[config.mk]
export PLATFORM = sky130hd
export DESIGN_NAME = useq_next_addr
export DESIGN_NICKNAME = d
export VERILOG_FILES = /design/src/rtl/useq_next_addr.sv
export SDC_FILE = /design/constraint.sdc
export NUM_CORES = 1
export LEC_CHECK = 0
export ABC_AREA = 1
export BUFFER_PORTS_ARGS = -buffer_cell sky130_fd_sc_hd__buf_2
export CAP_MARGIN = 20
export CELL_PAD_IN_SITES_DETAIL_PLACEMENT = 1
export CELL_PAD_IN_SITES_GLOBAL_PLACEMENT = 2
export CORE_ASPECT_RATIO = 1.25
export CORE_MARGIN = 4
export CORE_UTILIZATION = 24
export CTS_CLUSTER_DIAMETER = 100
export DETAILED_ROUTE_END_ITERATION = 16
export PLACE_DENSITY_LB_ADDON = 0.1
export SLEW_MARGIN = 0
export SYNTH_ARGS = -nofsm -noshare
export SYNTH_HDL_FRONTEND = slang
export SYNTH_SLANG_ARGS = --single-unit
[constraint.sdc]
create_clock -name clk -period 1.26 [get_ports clk]
set_clock_uncertainty 0.05 [all_clocks]
set_input_delay 0.252 -clock clk [delete_from_list [all_inputs] [get_ports clk]]
set_output_delay 0.252 -clock clk [all_outputs]
set_load 0.02 [all_outputs]
[src/rtl/useq_next_addr.sv]
module useq_next_addr #(
  parameter int AW  = 7,
  parameter int OPW = 4
) (
  input  logic           clk,
  input  logic           rst,
  input  logic [1:0]     cond_sel,
  input  logic [1:0]     br_type,
  input  logic [AW-1:0]  addr_fld,
  input  logic [OPW-1:0] opcode,
  input  logic           ind_bit,
  input  logic           acc_sign,
  input  logic           acc_zero,
  output logic [AW-1:0]  car,
  output logic [AW-1:0]  sbr
);
  localparam logic [AW-1:0] ONE = {{(AW-1){1'b0}}, 1'b1};
  localparam int HI_ZEROS = AW - OPW - 2;

  logic          cond;
  logic [AW-1:0] car_inc;
  logic [AW-1:0] map_addr;
  logic [AW-1:0] car_nxt;
  logic [AW-1:0] sbr_nxt;

  always_comb begin
    case (cond_sel)
      2'b00:   cond = 1'b1;
      2'b01:   cond = ind_bit;
      2'b10:   cond = acc_sign;
      default: cond = acc_zero;
    endcase
  end

  assign car_inc  = car + ONE;
  assign map_addr = {{HI_ZEROS{1'b0}}, opcode, 2'b00};

  always_comb begin
    car_nxt = car_inc;
    sbr_nxt = sbr;
    case (br_type)
      2'b00: if (cond) car_nxt = addr_fld;
      2'b01: if (cond) begin
        car_nxt = addr_fld;
        sbr_nxt = car_inc;
      end
      2'b10: car_nxt = sbr;
      default: car_nxt = map_addr;
    endcase
  end

  always_ff @(posedge clk) begin
    if (rst) begin
      car <= '0;
      sbr <= '0;
    end else begin
      car <= car_nxt;
      sbr <= sbr_nxt;
    end
  end
endmodule

==> metrics <==
final std cells w/o fill ~230; Setup violations, final 0; root buf cell clkbuf_8; largest area contributor in the netlist dfxtp_1; crit share post-route between 90% and 100%; Clk pwr share a little under a third; Worst VDD drop roughly 0.23 mV; setup bufs post-CTS 0; Unique masters post-synth 21; initial antenna violation count 0; worst-path maximum fanout 6; Critical Path End Type primary output; Post-DP Area roughly 0.0012 mm^2; status finished clean; register area roughly 290 um^2; vias in the first global route between 1,000 and 1,500; Worst path max stage delay 0.36 ns; Hold Crit Class in -> reg; largest net degree at the start of global routing 15; post-route minimum period ~1.2 ns; Pre-antenna DRT Iters 4; P_leak roughly 0.66 nW; Via-to-Cell Ratio approximately 4.5; CTS Buffer Depth 2; Routed Antenna Nets 0; area of the core ~0.0036 mm^2; GP Congestion ~0.70; Post-synth top cells nand2_1 (40), inv_1 (25), dfxtp_1 (14), nand3_1 (14); Overflow after GRT 0; initial core utilization between 20% and 30%; Place WS -0.1008 ns; DR iter-0 viols 19; fin area roughly 0.0013 mm^2; wire per inst ~13 um; Max Fclk around 840 MHz; synthesized instance count ~140; sw power about 0.39 mW; Fillers between 400 and 500; Reg clk slew, reported paths approximately 0.060 ns; global-route wire length before repair approximately 5.1 mm; Critical Setup Path Class reg -> out; area occupied by multi-input gates between 500 and 600 um^2; CP startpoint kind register; WP data arrival 0.89 ns; CTS tree yes; delay-heaviest family, CP flip-flops; total wire length about 3.0 mm; PD cells between 900 and 1000 mW/mm^2; combinational power share ~28%; port bufs 33; die area 0.004828 mm^2; Seq/Total Area, Yosys 30.94%; pins over their slew limit 0; Synth top area share 30.94%; Buf+Inv Stages, Crit Path 2; layout cells sized above 1 roughly 37%; Synth Net Count between 150 and 200; most frequent cell after synthesis nand2_1; sw frac 31.97%; GRT Total Usage around an eighth; final worst slack 0.07188 ns; placed insts between 200 and 250; Synth Cell Area 905.9 um^2; Synth area leaders dfxtp_1 (31%), nand2_1 (17%), inv_1 (10%), nand3_1 (7.7%), a21oi_1 (5.5%); Syn Area/Cell roughly 6.4 um^2; YS warnings 0; Layout Nets around 210; Antenna Cells 0; EDFF count, synth 0; clock latency on the worst-skew pair 0.25 ns; Num Clock Sinks 14; row cnt 24; worst relative slew slack about four fifths; vias post-DR roughly 1,000; die height 76.69 um; chip width roughly 63 um; Worst Tran Pin Value about 0.31 ns; Inserted Clock Buffers 3; Final HPWL DP roughly 2.4 mm; Max Cap Violations 0; # IOs 34; slowest cell on the critical path dfxtp_4; Synth async-reset ratio 0%; Final Hold Fails 0; worst path cell trace buf_6 > buf_2; DRC Markers 0; worst path required time 0.96 ns; CTS H-tree lvls 1; Flop pwr share about two fifths; RSZ-0062 raised after global routing false; Layout area overhead 39.36%; Pint 0.8288 mW; Yosys reg bits 14; Main synth FF type dfxtp_1
[cell type report]
| type | count | area share (%) |
|---|---|---|
| clock buffer | 3 | 3.271 |
| tap | 39 | 3.865 |
| sequential | 14 | 23.09 |
| timing repair buffer | 45 | 20.52 |
| multi-input combinational | 99 | 41.23 |
| inverter | 27 | 8.028 |
[metrics by stage]
step	total power, mW	TNS (ns)	utilization, %	hold slack (ns)
5_1_grt	1.311	0	35.33	0.2889
6_report	1.218	0	35.33	0.2866
3_5_place_dp	0.8513	-0.3993	33.37	0.4319
3_3_place_gp	0.8451	-0.1741	33.37	0.4215
2_1_floorplan	0.7070	0	-	0.3688
4_1_cts	1.243	0	34.80	0.2778
[state kept, by name (all words and copies together), names as in the netlist]
name / flops
car: 7
sbr: 7
[timing repair]
action / 4_1_cts / 5_1_grt
setup endpoints to repair: 1 / 9
hold buffers: 0 / 0
resized for setup: 1 / 9
gates cloned: 0 / 0
hold endpoints to repair: 0 / 0
pin swaps: 0 / 2
[cell families (layout without fill, tap and decap cells)]
kind of cell	Yosys count	count (layout)	share of synthesized area, %
adders and majority gates	1	1	1.381
and+or+nand+nor	81	81	43.65
xor gates and xnor gates	1	1	0.9670
DFF	14	14	30.94
buffers and inverters	29	75	13.54
AOI/OAI and AO/OA	16	16	9.531
[tightest hold or removal path, delay by kind of cell]
family / cells / cell delay [ns]
buffers and inverters: 2 / 0.24
AOI/OAI and AO/OA: 1 / 0.04
[cell usage in the layout (no fill, tap or decap)]
cell type / count
buf_4: 11
clkbuf_8: 3
nand2_2: 4
nand2_1: 40
dfxtp_2: 3
a21oi_1: 10
buf_2: 33
xnor2_1: 1
nor2_1: 8
dfxtp_4: 2
o21ai_2: 1
ha_4: 1
dfxtp_1: 9
nand4_4: 1
inv_1: 25
o21ai_1: 4
nand3_2: 1
nand3b_1: 6
nor2_2: 5
nor2_4: 1
nand3_1: 14
buf_6: 1
nand4_1: 1
inv_2: 2
o21bai_1: 1
[path summary, 6_finish.rpt]
path / start / end / slack, ns / cells past startpoint
max: car[0] / car[0] / 0.07 / 2
min: rst / car[0] / 0.29 / 3
max reg2reg: car[1] / sbr[2] / 0.08 / 5
min reg2reg: sbr[1] / car[1] / 0.43 / 2
[routing by layer]
metal / wire length, um / part of all wire [%] / track usage, % / vias to the layer above
met3: 116 / 3.9 / 2.047 / 5
met4: 51 / 1.7 / 5.960 / 0
li1: - / - / - / 532
met2: 1534 / 52 / 24.29 / 22
met5: 0 / 0 / 0 / -
met1: 1263 / 43 / 14.90 / 470
[power by group through the flow]
stage	combinational [mW]	sequential, mW	clock (mW)
final	0.342	0.500	0.376
after global routing	0.382	0.506	0.422
after CTS	0.349	0.500	0.394
after detailed placement	0.344	0.508	0
after global placement	0.338	0.507	0
after floorplan	0.158	0.549	0
Power figures use the tool's default switching activity.
